<file path="config.mk">
export PLATFORM = sky130hd
export DESIGN_NAME = ones_tally_shreg
export DESIGN_NICKNAME = d
export VERILOG_FILES = /design/src/rtl/ost_pkg.sv /design/src/rtl/ost_shift_core.sv /design/src/rtl/ost_step_dec.sv /design/src/rtl/ost_tally_ctr.sv /design/src/rtl/ones_tally_shreg.sv
export SDC_FILE = /design/constraint.sdc
export NUM_CORES = 1
export LEC_CHECK = 0
export BUFFER_PORTS_ARGS = -buffer_cell sky130_fd_sc_hd__buf_4
export CAP_MARGIN = 20
export CORE_ASPECT_RATIO = 0.6
export CORE_MARGIN = 2
export CORE_UTILIZATION = 53
export DETAILED_ROUTE_END_ITERATION = 12
export GPL_ROUTABILITY_DRIVEN = 0
export GPL_TIMING_DRIVEN = 0
export PLACE_DENSITY = 0.78
export SYNTH_ARGS = -nofsm -noshare
export SYNTH_HDL_FRONTEND = slang
export SYNTH_SLANG_ARGS = --single-unit
</file>
<file path="constraint.sdc">
create_clock -name clk -period 2.7 [get_ports clk]
set_input_delay 0.27 -clock clk [delete_from_list [all_inputs] [get_ports clk]]
set_output_delay 0.27 -clock clk [all_outputs]
set_load 0.02 [all_outputs]
</file>
<file path="src/rtl/ost_pkg.sv">
package ost_pkg;

  // Kind of change the tally takes on one clock.
  typedef enum logic [1:0] {
    STEP_HOLD = 2'd0,
    STEP_UP   = 2'd1,
    STEP_DOWN = 2'd2
  } step_e;

  // Decide the tally step from the bit coming in and the bit falling off.
  function automatic step_e classify_step(input logic enter_bit,
                                          input logic leave_bit);
    step_e kind;
    if (enter_bit == leave_bit)
      kind = STEP_HOLD;
    else if (enter_bit)
      kind = STEP_UP;
    else
      kind = STEP_DOWN;
    return kind;
  endfunction

endpackage

</file>
<file path="src/rtl/ost_shift_core.sv">
module ost_shift_core #(
  parameter int DEPTH = 64
) (
  input  logic             clk,
  input  logic             rst_n,
  input  logic             clear,
  input  logic             advance,
  input  logic             enter_bit,
  output logic [DEPTH-1:0] stages_q,
  output logic             leave_bit
);

  logic [DEPTH-1:0] feed;

  // Each stage takes its lower neighbour; stage 0 takes the serial input.
  for (genvar i = 0; i < DEPTH; i++) begin : g_stage
    if (i == 0) begin : g_head
      assign feed[i] = enter_bit;
    end else begin : g_body
      assign feed[i] = stages_q[i-1];
    end

    always_ff @(posedge clk or negedge rst_n) begin
      if (!rst_n)
        stages_q[i] <= 1'b0;
      else if (clear)
        stages_q[i] <= 1'b0;
      else if (advance)
        stages_q[i] <= feed[i];
    end
  end

  assign leave_bit = stages_q[DEPTH-1];

endmodule

</file>
<file path="src/rtl/ost_step_dec.sv">
module ost_step_dec
  import ost_pkg::*;
(
  input  logic  fire,
  input  logic  enter_bit,
  input  logic  leave_bit,
  output step_e step
);

  always_comb begin
    if (fire)
      step = classify_step(enter_bit, leave_bit);
    else
      step = STEP_HOLD;
  end

endmodule

</file>
<file path="src/rtl/ost_tally_ctr.sv">
module ost_tally_ctr
  import ost_pkg::*;
#(
  parameter int CNT_W = 7
) (
  input  logic             clk,
  input  logic             rst_n,
  input  logic             clear,
  input  step_e            step,
  output logic [CNT_W-1:0] count_q
);

  localparam logic [CNT_W-1:0] ONE = CNT_W'(1);

  function automatic logic [CNT_W-1:0] apply_step(input logic [CNT_W-1:0] cur,
                                                  input step_e kind);
    logic [CNT_W-1:0] nxt;
    case (kind)
      STEP_UP:   nxt = cur + ONE;
      STEP_DOWN: nxt = cur - ONE;
      default:   nxt = cur;
    endcase
    return nxt;
  endfunction

  always_ff @(posedge clk or negedge rst_n) begin
    if (!rst_n)
      count_q <= '0;
    else if (clear)
      count_q <= '0;
    else
      count_q <= apply_step(count_q, step);
  end

endmodule

</file>
<file path="src/rtl/ones_tally_shreg.sv">
module ones_tally_shreg
  import ost_pkg::*;
#(
  parameter int DEPTH = 64,
  parameter int CNT_W = $clog2(DEPTH + 1)
) (
  input  logic             clk,
  input  logic             rst_n,
  input  logic             shift_en,
  input  logic             clear,
  input  logic             din,
  output logic [DEPTH-1:0] data_q,
  output logic [CNT_W-1:0] ones_q
);

  // Named internal events, visible to the bound checker.
  logic  shift_fire;
  logic  leave_bit;
  step_e step_kind;

  assign shift_fire = shift_en & ~clear;

  ost_shift_core #(.DEPTH(DEPTH)) core_i (
    .clk       (clk),
    .rst_n     (rst_n),
    .clear     (clear),
    .advance   (shift_fire),
    .enter_bit (din),
    .stages_q  (data_q),
    .leave_bit (leave_bit)
  );

  ost_step_dec dec_i (
    .fire      (shift_fire),
    .enter_bit (din),
    .leave_bit (leave_bit),
    .step      (step_kind)
  );

  ost_tally_ctr #(.CNT_W(CNT_W)) ctr_i (
    .clk     (clk),
    .rst_n   (rst_n),
    .clear   (clear),
    .step    (step_kind),
    .count_q (ones_q)
  );

endmodule

</file>
[Word-level counts from Yosys, hierarchy flattened]
Cells that the tools add are included.
Storage, ports and cells
  word-level logic and storage cells: 207
  register bits: 71
Cells by class
  add/sub/neg operators: 2
  mux-type cells: 133
  bitwise gates (word level): 2
  eq/ne operators: 3
  reduce and logical (&&, ||, !) cells: 2
Operators with widths (count)
  two-way mux 1 bit: 128
  one-hot mux 7 bit (2 select lines): 1
  adder 7 x 1 -> 7 bit, second input constant: 1
  two-way mux 7 bit: 1
  subtractor 7 x 1 -> 7 bit, second input constant: 1
  two-way mux 2 bit: 3
  nonzero test 3 bit: 1
  == test 2 x 1 -> 1 bit, second input constant: 1
  == test 2 bit, second input constant: 1
  nonzero test 2 bit: 1
  AND 1 bit: 1
  == test 1 bit: 1
  NOT 1 bit: 1

[Depth between registers and ports, before layout]
Gate-level depths: netlist of the first run.
  depth after elaboration: 6
  gate-level depth with buffers: 9
  mapped depth without buffers: 7

[Modules after synthesis]
A second synthesis of the first run with hierarchy kept.
Unflattened totals
  cell total of the unflattened synthesis: 263
  area, all modules: 3136.8 um^2
By module, submodules not included
  ost_shift_core: area an instance 2618.8 um^2, cells an instance 207, times used 1
  ost_tally_ctr: area an instance 486.7 um^2, cells an instance 53, times used 1
  ost_step_dec: area an instance 17.5 um^2, cells an instance 2, times used 1
  ones_tally_shreg: area an instance 13.8 um^2, cells an instance 1, times used 1

[Worst setup path before layout of the first run]
OpenSTA, ideal clock, no wires.
  path type: reg2reg
  start point: reg core_i.stages_q[63], in the netlist core_i.leave_bit
  end point: reg ctr_i.count_q[6]
  data required time: 2.575 ns
  clock period less this slack: 2.029 ns
  arrival time: 1.904 ns
  cell stages (with the launch flop): 9
  buffers on the path: 1
  slack: 0.671 ns
  cell sequence: dfrtp_1 -> nand4bb_1 -> buf_2 -> xnor2_1 -> ha_1 -> and3_1 -> a311oi_1 -> a2111oi_2 -> mux2_2
On the way
  cells in the longest elaborated chain, start to end: 6
RTL lines
  start, declared: RTL line ost_shift_core.sv:9  | output logic [DEPTH-1:0] stages_q,
  start signal, assigned by index: RTL line ost_shift_core.sv:29  | stages_q[i] <= feed[i];
  == test 1 bit *: RTL line ost_pkg.sv:14  | if (enter_bit == leave_bit)
  two-way mux 2 bit *: RTL line ost_pkg.sv:14
  two-way mux 2 bit *: RTL line ost_step_dec.sv:11  | if (fire)
  == test 2 bit or == test 2 x 1 -> 1 bit (tied branches): RTL line ost_tally_ctr.sv:18  | case (kind)
  one-hot mux 7 bit (2 select lines): RTL line ost_tally_ctr.sv:18
  two-way mux 7 bit: RTL line ost_tally_ctr.sv:29  | else if (clear)
  end signal, assigned: RTL line ost_tally_ctr.sv:32  | count_q <= apply_step(count_q, step);
  end, declared: RTL line ost_tally_ctr.sv:10  | output logic [CNT_W-1:0] count_q
Mark *: on every way between the ends. The rest lies on a longest branch, timed or not.
A chain may end at the register's enable or synchronous reset.

[Worst setup path in the final report of the first run]
Same ends and word-level chain as after synthesis.

==> results of run 1 <==
-- layout make-up --
class                   instances  area share [%]
plain buffers                  18            2.03
clock inverters                 6            2.76
repair buffers                 74            14.1
multi-input cells             173            30.2
inverters                       1          0.0952
flip-flops and latches         71            45.1
well taps                      80            2.54
clock buffers                  10            3.24
-- per-layer routing --
layer	wire, µm	share of wire [%]
met5	0	0
met4	56	0.75
met3	519	6.9
met2	3460	46
met1	3440	46
-- flip-flops by register name, indices dropped and copies added, names as in the netlist --
register          count
core_i.stages_q      63
ctr_i.count_q         7
core_i.leave_bit      1
-- synthesized netlist by cell type (all sizes together), types with 3 or more instances --
cell type	count
dfrtp	71
nor2	69
mux2i	65
clkbuf	10
buf	8
a21oi	6
nand2	4
or3	4
and3	3
mux2	3
nor2b	3
o21ai	3
-- cell families (layout without fill, tap and decap cells) --
family | Yosys count | count (layout) | share of synthesized area, %
AND/OR/NAND/NOR | 87 | 87 | 12.0
flip-flops | 71 | 71 | 58.2
multiplexers | 68 | 68 | 22.4
buffers and inverters | 19 | 109 | 2.75
AO/OA/AOI/OAI | 13 | 13 | 2.87
XOR/XNOR | 3 | 3 | 0.862
adder cells (fa/ha/maj) | 2 | 2 | 0.820
-- critical path: stages (launching register included) --
cell and delay [ns]:
dfrtp_1 0.44, nand4bb_1 0.14, buf_2 0.19, xnor2_1 0.16, ha_1 0.24, and3_1 0.19, a311oi_1 0.11, a2111oi_2 0.32
mux2_2 0.38
-- worst min-delay path by stage --
stage	startpoint	to	slack, ns	cells past startpoint
global placement	rst_n	core_i.stages_q[62]$_DFFE_PN0P_	0.45	1
finish	rst_n	core_i.stages_q[48]$_DFFE_PN0P_	0.02	1
global route	rst_n	core_i.stages_q[48]$_DFFE_PN0P_	0.09	1
CTS	rst_n	ctr_i.count_q[6]$_DFFE_PN0P_	0.07	1
detailed placement	rst_n	ctr_i.count_q[6]$_DFFE_PN0P_	0.44	1
floorplan	rst_n	core_i.leave_bit$_DFFE_PN0P_	-0.03	0
-- report_power, final --
group          internal (W)  switching [W]  total (W)  leakage (nW)
registers           0.00107     0.00000659    0.00107         0.990
clock network      0.000612       0.000402    0.00101         0.120
logic             0.0000403      0.0000885   0.000129          1.06
-- through the flow --
step | utilization (%) | instance area (µm²) | hold WS [ns] | worst slack (ns)
global route | 70.8 | 3940 | 0.0878 | 0.284
global placement | 66.5 | 3710 | 0.448 | 0.466
detailed placement | 66.5 | 3710 | 0.443 | 0.401
floorplan | - | 3050 | -0.0256 | 0.671
CTS | 70.8 | 3940 | 0.0652 | 0.386
finish | 70.8 | 3940 | 0.0240 | 0.404
==> results.sh, run 1 <==
export IMPL_vias=2297
export IMPL_peakVddDrop_uv=316
export IMPL_grt_pass1_wl_um=12000
export IMPL_top_usage_layer="met2"
export IMPL_ys_flop_type="dfrtp_1"
export IMPL_r2r_cells=8
export IMPL_coreArea_um2=5570
export IMPL_track_usage_pct=25.1
export IMPL_cts_buffer_depth=2
export IMPL_fin_skew_ns=0.00915
export IMPL_antenna_found_initial=0
export IMPL_avgSynthCellArea_um2=11.6
export IMPL_cts_buffers=9
export IMPL_hold_viol=0
export IMPL_dieArea_um2=6400
export IMPL_rows=21
export IMPL_grt_overflow_total=0
export IMPL_synth_area_leaders="dfrtp_1 (58%), mux2i_1 (21%), nor2_1 (8.5%), clkbuf_1 (1.2%), buf_2 (1.1%)"
export IMPL_postCtsSetupRepairBufs=0
export IMPL_pin_count=76
export IMPL_gr_usage_met3_pct=7.27
export IMPL_final_cell_count_no_fill=433
export IMPL_yosysUniqueCellTypes=25
export IMPL_yosys_warnings=0
export IMPL_dp_cells=417
export IMPL_cp_start_kind="flop"
export IMPL_rsz0062_at_grt="no"
export IMPL_nFillCells=435
export IMPL_drtIter0Drc=93
export IMPL_ff_latch_area_um2=1780
export IMPL_async_reset_ff_share_pct=100
export IMPL_final_max_slew_viol_count=0
export IMPL_tns_ns=0
export IMPL_nets=355
export IMPL_drt_first_pass_iters=4
export IMPL_multi_input_area_um2=1190
export IMPL_drtAntennaViolNets=0
export IMPL_grt_start_max_net_pins=72
export IMPL_path_clk_slew_ns=0.08
export IMPL_relSlewSlack_pct=38.0
export IMPL_grt_pass1_vias=2215
export IMPL_cts_resized=0
export IMPL_drc_errors=0
export IMPL_areaGrowthSynthToFinish_pct=29.2
export IMPL_worstMarginPinSlew_ns=0.930
export IMPL_globalRouteMet1Util_pct=36.0
export IMPL_fin_crit_ns=2.30
export IMPL_fin_total_pwr_w=0.00222
export IMPL_clk_latency_ns=0.35
export IMPL_worstPathArrival_ns=2.54
export IMPL_viasPerCell=5.30
export IMPL_outcome="complete, no violations"
export IMPL_syn_num_nets=270
export IMPL_synth_edf_count=0
export IMPL_antenna_cells=0
export IMPL_postSynthCellCount=263
export IMPL_cts_hold_fix_buffers=0
export IMPL_maxCapViolations=0
export IMPL_yosysTopAreaCellShare_pct=58.2
export IMPL_synth_top_cell_by_area="dfrtp_1"
export IMPL_reg2reg_from="core_i.leave_bit$_DFFE_PN0P_"
export IMPL_netlist_area_um2=3050
export IMPL_final_cell_mix="buf_4 (75), dfrtp_1 (71), nor2_1 (69), mux2i_1 (65), clkbuf_1 (11)"
export IMPL_crit_type="flop to flop"
export IMPL_r2r_slack_ns=0.40
export IMPL_r2r_end="ctr_i.count_q[6]$_DFFE_PN0P_"
export IMPL_cp_data_required_time_ns=2.94
export IMPL_met2_usage_pct=37.7
export IMPL_initial_core_util_pct=54.8
export IMPL_hp_class="primary input to async pin"
export IMPL_yosysSeqAreaShare_pct=58.2
export IMPL_power_density_nw_per_um2=562
export IMPL_critical_path_peak_fanout=7
export IMPL_cts_sinks=71
export IMPL_critical_path_endpoint="ctr_i.count_q[6]$_DFFE_PN0P_"
export IMPL_p_leak_nw=2.17
export IMPL_numPortBuffers=74
export IMPL_routedWlPerCell_um=17.3
export IMPL_cts_tree="built"
export IMPL_max_freq_mhz=435
export IMPL_cp_startpoint="core_i.leave_bit$_DFFE_PN0P_"
export IMPL_die_w_um=102
export IMPL_dp_hpwl_um=4990
export IMPL_critPathCaptureType="flop"
export IMPL_synth_seq_cells=71
export IMPL_fin_crit_sh_pct=85.0
export IMPL_drive_gt1_share_pct=28.6
export IMPL_routed_wirelength_um=7480
export IMPL_htree_levels=3
export IMPL_dieHeight_um=62.8
export IMPL_setup_violations=0
export IMPL_clockRootBuffer="clkbuf_8"
export IMPL_layout_commonest_cell="buf_4"
Note: power is estimated with default switching activity, not from simulation.
==> run 2: changes to the inputs <==
BUFFER_PORTS_ARGS = -buffer_cell sky130_fd_sc_hd__buf_2   (was -buffer_cell sky130_fd_sc_hd__buf_4)
CAP_MARGIN = 40   (was 20)
==> run 2 against run 1 <==
Worst hold slack gained 0.23 ns. Fmax increased by 3.7%. Combinational power hardly changed. Die area is the same. First-iteration DRC count rose by 11%. Sequential cell count stayed put. Power increased by 1.8%. Count of clock-buffer cells in the layout rose by 1. Setup slack better by 0.081 ns. Register-to-register slack better by 0.08 ns.
==> results.sh, run 2 (synthesis results as in run 1) <==
export IMPL_critPathCaptureType="flop"
export IMPL_drtAntennaViolNets=0
export IMPL_critical_path_peak_fanout=7
export IMPL_worst_hold_path_num_cells=3
export IMPL_final_cell_mix="buf_2 (80), dfrtp_1 (71), nor2_1 (69), mux2i_1 (65), clkbuf_8 (11)"
export IMPL_fin_skew_ns=0.00830
export IMPL_power_density_nw_per_um2=591
export IMPL_cts_buffer_depth=2
export IMPL_worstHoldEndpoint="core_i.stages_q[0]$_DFFE_PN0P_"
export IMPL_drt_first_pass_iters=4
export IMPL_path_clk_slew_ns=0.07
export IMPL_fin_crit_sh_pct=82.0
export IMPL_p_leak_nw=2.20
export IMPL_worstMarginPinSlew_ns=0.828
export IMPL_rsz0062_at_grt="no"
export IMPL_track_usage_pct=23.4
export IMPL_tns_ns=0
export IMPL_r2r_slack_ns=0.49
export IMPL_dieHeight_um=62.8
export IMPL_r2r_end="ctr_i.count_q[6]$_DFFE_PN0P_"
export IMPL_cp_start_kind="flop"
export IMPL_worstPathArrival_ns=2.45
export IMPL_dp_hpwl_um=4730
export IMPL_nets=357
export IMPL_pin_count=76
export IMPL_peakVddDrop_uv=347
export IMPL_grt_pass1_vias=2182
export IMPL_drc_errors=0
export IMPL_drive_gt1_share_pct=29.0
export IMPL_grt_overflow_total=0
export IMPL_cts_sinks=71
export IMPL_drtIter0Drc=103
export IMPL_routedWlPerCell_um=15.8
export IMPL_final_max_slew_viol_count=0
export IMPL_slowest_stage="dfrtp_1"
export IMPL_r2r_cells=8
export IMPL_numPortBuffers=74
export IMPL_cts_tree="built"
export IMPL_grt_pass1_wl_um=11300
export IMPL_layout_commonest_cell="buf_2"
export IMPL_routed_wirelength_um=6860
export IMPL_viasPerCell=5.19
export IMPL_hp_start="din"
export IMPL_largest_reg_flops=63
export IMPL_antenna_cells=0
export IMPL_cp_depth=8
export IMPL_reg2reg_from="core_i.leave_bit$_DFFE_PN0P_"
export IMPL_cp_num_buf_inv=1
export IMPL_die_w_um=102
export IMPL_placed_area_um2=3550
export IMPL_grt_start_max_net_pins=60
export IMPL_hold_viol=0
export IMPL_max_freq_mhz=451
export IMPL_clockRootBuffer="clkbuf_8"
export IMPL_vias=2258
export IMPL_cp_top_family="flip-flops"
export IMPL_antenna_found_initial=0
export IMPL_initial_core_util_pct=54.8
export IMPL_dieArea_um2=6400
export IMPL_coreArea_um2=5570
export IMPL_cts_buffers=9
export IMPL_cp_cell_sequence="nand4bb_1 -> buf_2 -> xnor2_1 -> ha_1 -> and3_1 -> a311oi_1 -> a2111oi_2 -> mux2_2"
export IMPL_areaGrowthSynthToFinish_pct=25.1
export IMPL_max_stage_delay_ns=0.43
export IMPL_relSlewSlack_pct=44.8
export IMPL_regMostFlops="core_i.stages_q"
export IMPL_crit_type="flop to flop"
export IMPL_fin_crit_ns=2.21
export IMPL_rows=21
export IMPL_hp_class="primary input to flop"
export IMPL_clk_latency_ns=0.34
export IMPL_maxCapViolations=0
export IMPL_htree_levels=3
export IMPL_setup_violations=0
export IMPL_outcome="complete, no violations"
export IMPL_cp_data_required_time_ns=2.93
export IMPL_design_area_um2=3820
==> run 2: changes by cell type in the layout (fill, tap and decap cells not counted), sizes merged <==
cell / change
clkbuf: +1
clkinv: -1
dlygate4sd3: +1
buf: +1
==> run 2: repair_timing <==
action,in CTS,in global routing
hold buffers,1,0
buffers inserted,0,0
endpoints found under the setup margin,0,0
resized for setup,0,0
hold endpoints to repair,12,0
==> run 2: where the power goes <==
part	leakage (nW)	internal [W]	total [W]	switching [W]
Clock	0.130	0.000664	0.00105	0.000389
Sequential	0.990	0.00107	0.00107	0.00000637
Combinational	1.08	0.0000421	0.000130	0.0000880
Total	2.20	0.00177	0.00226	0.000483
==> run 2: worst max path at each step <==
stage	start	endpoint	slack, ns
after floorplan	core_i.leave_bit$_DFFE_PN0P_	ctr_i.count_q[6]$_DFFE_PN0P_	0.67
after global placement	clear	ctr_i.count_q[6]$_DFFE_PN0P_	0.47
after detailed placement	din	ctr_i.count_q[6]$_DFFE_PN0P_	0.46
after CTS	core_i.leave_bit$_DFFE_PN0P_	ctr_i.count_q[6]$_DFFE_PN0P_	0.49
after global routing	core_i.leave_bit$_DFFE_PN0P_	ctr_i.count_q[6]$_DFFE_PN0P_	0.35
final	core_i.leave_bit$_DFFE_PN0P_	ctr_i.count_q[6]$_DFFE_PN0P_	0.49
==> run 2: per-stage QoR <==
stage	hold WS, ns	util [%]	cells	worst slack, ns	total power [W]
2_1_floorplan	-0.0256	-	263	0.671	0.00117
3_3_place_gp	0.520	63.2	417	0.470	0.00122
3_5_place_dp	0.138	63.7	418	0.455	0.00122
4_1_cts	0.248	68.5	435	0.488	0.00228
5_1_grt	0.276	68.5	435	0.355	0.00233
6_report	0.258	68.5	435	0.485	0.00226
==> run 2: cell type report <==
type	instances	area [µm²]
multi-input combinational	173	1190
sequential	71	1780
inverter	1	3.75
tap	80	100
clock buffer	11	151
buffer	18	80.1
fill	439	1750
timing repair buffer	76	410
clock inverter	5	104
==> run 2: worst reg2reg max path, cell delays in order (launching register included) <==
cell	delay, ns
dfrtp_1	0.43
nand4bb_1	0.12
buf_2	0.19
xnor2_1	0.14
ha_1	0.24
and3_1	0.20
a311oi_1	0.11
a2111oi_2	0.32
mux2_2	0.37
==> run 2: per-layer routing <==
metal | track usage (%) | wire [µm]
met5 | 0 | 0
met4 | 7.67 | 83
met3 | 7.27 | 451
met2 | 32.5 | 2940
met1 | 35.2 | 3380
==> run 3: changes to the inputs <==
CORE_UTILIZATION = 48   (was 53)
PLACE_DENSITY = 0.74   (was 0.78)
clock period = 1.8 ns   (was 2.7 ns; I/O delays follow)
==> run 3 against run 2 <==
The run now ends with negative setup slack left. Register-to-register slack got worse by 0.84 ns. Largest cell class unchanged. Combinational power rose by 55%. First-iteration DRC count increased by 14%. Wire length is 7.2% higher. Non-clock buffer count grew 6. Clock skew shrank 0.0017 ns. Global-route usage down 1.1 points.
==> results.sh, run 3 (synthesis results as in run 1) <==
export IMPL_drc_errors=0
export IMPL_cp_start_kind="flop"
export IMPL_cp_startpoint="core_i.leave_bit$_DFFE_PN0P_"
export IMPL_nets=363
export IMPL_cp_top_family="compound AO/OA/AOI/OAI gates"
export IMPL_hp_class="primary input to flop"
export IMPL_rows=22
export IMPL_final_max_slew_viol_count=0
export IMPL_violations="negative setup slack"
export IMPL_worstPathArrival_ns=2.39
export IMPL_fin_crit_sh_pct=120
export IMPL_coreArea_um2=6140
export IMPL_areaGrowthSynthToFinish_pct=28.0
export IMPL_regMostFlops="core_i.stages_q"
export IMPL_path_clk_slew_ns=0.08
export IMPL_cts_sinks=71
export IMPL_dieHeight_um=65.8
export IMPL_viasPerCell=5.14
export IMPL_crit_type="flop to flop"
export IMPL_pin_count=76
export IMPL_r2r_slack_ns=-0.36
export IMPL_pre_cts_slack_ns=-0.323
export IMPL_drt_first_pass_iters=4
export IMPL_antenna_found_initial=0
export IMPL_cp_data_required_time_ns=2.03
export IMPL_critPathCaptureType="flop"
export IMPL_die_w_um=107
export IMPL_routedWlPerCell_um=16.5
export IMPL_max_stage_delay_ns=0.38
export IMPL_hp_start="din"
export IMPL_dieArea_um2=7030
export IMPL_switchingPower_w=0.000761
export IMPL_setup_violations=3
export IMPL_dp_hpwl_um=4890
export IMPL_power_density_nw_per_um2=785
export IMPL_worstMarginPinSlew_ns=0.839
export IMPL_initial_core_util_pct=49.7
export IMPL_cts_buffer_depth=2
export IMPL_track_usage_pct=22.3
export IMPL_drive_gt1_share_pct=33.2
export IMPL_critical_path_peak_fanout=6
export IMPL_reg2reg_from="core_i.leave_bit$_DFFE_PN0P_"
export IMPL_worstHoldEndpoint="core_i.stages_q[0]$_DFFE_PN0P_"
export IMPL_peakVddDrop_uv=410
export IMPL_tns_ns=-0.851
export IMPL_design_area_um2=3910
export IMPL_grt_pass1_vias=2213
export IMPL_p_leak_nw=2.21
export IMPL_maxCapViolations=0
export IMPL_clk_latency_ns=0.35
export IMPL_drtIter0Drc=117
export IMPL_sw_frac_of_total_pct=24.8
export IMPL_relSlewSlack_pct=44.0
export IMPL_r2r_cells=7
export IMPL_seq_power_share_pct=52.5
export IMPL_outcome="finished, violations left"
export IMPL_rsz0062_at_grt="yes"
export IMPL_fin_crit_ns=2.16
export IMPL_layout_setup_ws_ns=-0.355
export IMPL_layout_commonest_cell="buf_2"
export IMPL_p_comb_share_pct=6.6
export IMPL_final_cell_mix="buf_2 (79), nor2_1 (69), dfrtp_1 (69), mux2i_1 (65), clkbuf_1 (10)"
export IMPL_drtAntennaViolNets=0
export IMPL_antenna_cells=0
export IMPL_cts_buffers=9
export IMPL_p_int_w=0.00230
export IMPL_clockRootBuffer="clkbuf_8"
export IMPL_slowest_stage="a311oi_4"
export IMPL_htree_levels=3
export IMPL_power_frac_clock_pct=40.9
export IMPL_grt_overflow_total=0
export IMPL_vias=2289
export IMPL_largest_reg_flops=63
export IMPL_hold_viol=0
export IMPL_routed_wirelength_um=7350
export IMPL_grt_start_max_net_pins=63
export IMPL_numPortBuffers=74
export IMPL_cp_cell_sequence="nand4bb_1 -> buf_6 -> inv_1 -> ha_1 -> a311oi_4 -> a2111oi_4 -> mux2_4"
export IMPL_r2r_end="ctr_i.count_q[6]$_DFFE_PN0P_"
export IMPL_final_cell_count_no_fill=445
export IMPL_dp_cells=422
export IMPL_grt_pass1_wl_um=11500
export IMPL_fin_skew_ns=0.00655
export IMPL_placed_area_um2=3560
export IMPL_cts_tree="built"
export IMPL_max_freq_mhz=464
export IMPL_worst_hold_path_num_cells=3
export IMPL_cp_num_buf_inv=2
==> run 3: changes by cell type in the layout (fill, tap and decap cells not counted), sizes merged <==
cell / delta
clkbuf: -2
bufinv: -2
clkinvlp: +3
buf: +6
inv: +1
==> run 3: metrics by stage <==
step / power, W / util, % / hold slack [ns]
final: 0.00307 / 63.6 / 0.195
after CTS: 0.00309 / 62.1 / 0.171
after global placement: 0.00183 / 57.6 / 0.512
after detailed placement: 0.00184 / 58.1 / 0.0263
after floorplan: 0.00175 / - / -0.116
after global routing: 0.00320 / 63.6 / 0.196
==> run 3: worst max-delay path by stage <==
stage | slack (ns) | cells after the start | endpoint
floorplan | -0.19 | 7 | ctr_i.count_q[6]$_DFFE_PN0P_
global placement | -0.31 | 7 | ctr_i.count_q[6]$_DFFE_PN0P_
detailed placement | -0.32 | 7 | ctr_i.count_q[6]$_DFFE_PN0P_
CTS | -0.26 | 7 | ctr_i.count_q[6]$_DFFE_PN0P_
global route | -0.44 | 7 | ctr_i.count_q[6]$_DFFE_PN0P_
finish | -0.36 | 7 | ctr_i.count_q[6]$_DFFE_PN0P_
==> run 3: layout make-up <==
| class | instances | area (µm²) |
|---|---|---|
| fill | 511 | 2230 |
| sequential | 71 | 1780 |
| multi-input combinational | 173 | 1280 |
| timing repair buffer | 82 | 459 |
| clock buffer | 9 | 124 |
| tap | 84 | 105 |
| buffer | 18 | 86.3 |
| clock inverter | 7 | 71.3 |
| inverter | 1 | 3.75 |
==> run 3: worst reg2reg max path, delay by kind of cell (launching register included) <==
family / cells / cell delay [ns]
AO/OA/AOI/OAI: 2 / 0.47
adder cells (fa/ha/maj): 1 / 0.36
buffers and inverters: 2 / 0.40
flip-flops: 1 / 0.36
multiplexers: 1 / 0.31
AND/OR/NAND/NOR: 1 / 0.15
==> run 3: metal layers <==
| layer | track usage [%] | vias up | wire (µm) |
|---|---|---|---|
| met5 | 0 | - | 0 |
| met4 | 5.68 | 0 | 57 |
| met3 | 9.52 | 6 | 505 |
| met2 | 32.2 | 73 | 3180 |
| met1 | 31.2 | 1137 | 3600 |
| li1 | - | 1073 | - |
==> run 3: timing repair <==
| item | in CTS | in global routing |
|---|---|---|
| gates cloned | 0 | 0 |
| hold buffers | 1 | 0 |
| resized for setup | 5 | 11 |
| setup buffers | 3 | 4 |
| pin swaps | 4 | 8 |
| setup endpoints to repair | 3 | 4 |
| endpoints found under the hold margin | 71 | 0 |
==> run 3: power by group through the flow <==
| stage | clock network (W) | logic, W | registers [W] |
|---|---|---|---|
| floorplan | 0 | 0.000104 | 0.00165 |
| global placement | 0 | 0.000184 | 0.00164 |
| detailed placement | 0 | 0.000195 | 0.00164 |
| CTS | 0.00128 | 0.000198 | 0.00161 |
| global route | 0.00137 | 0.000219 | 0.00161 |
| finish | 0.00125 | 0.000201 | 0.00161 |
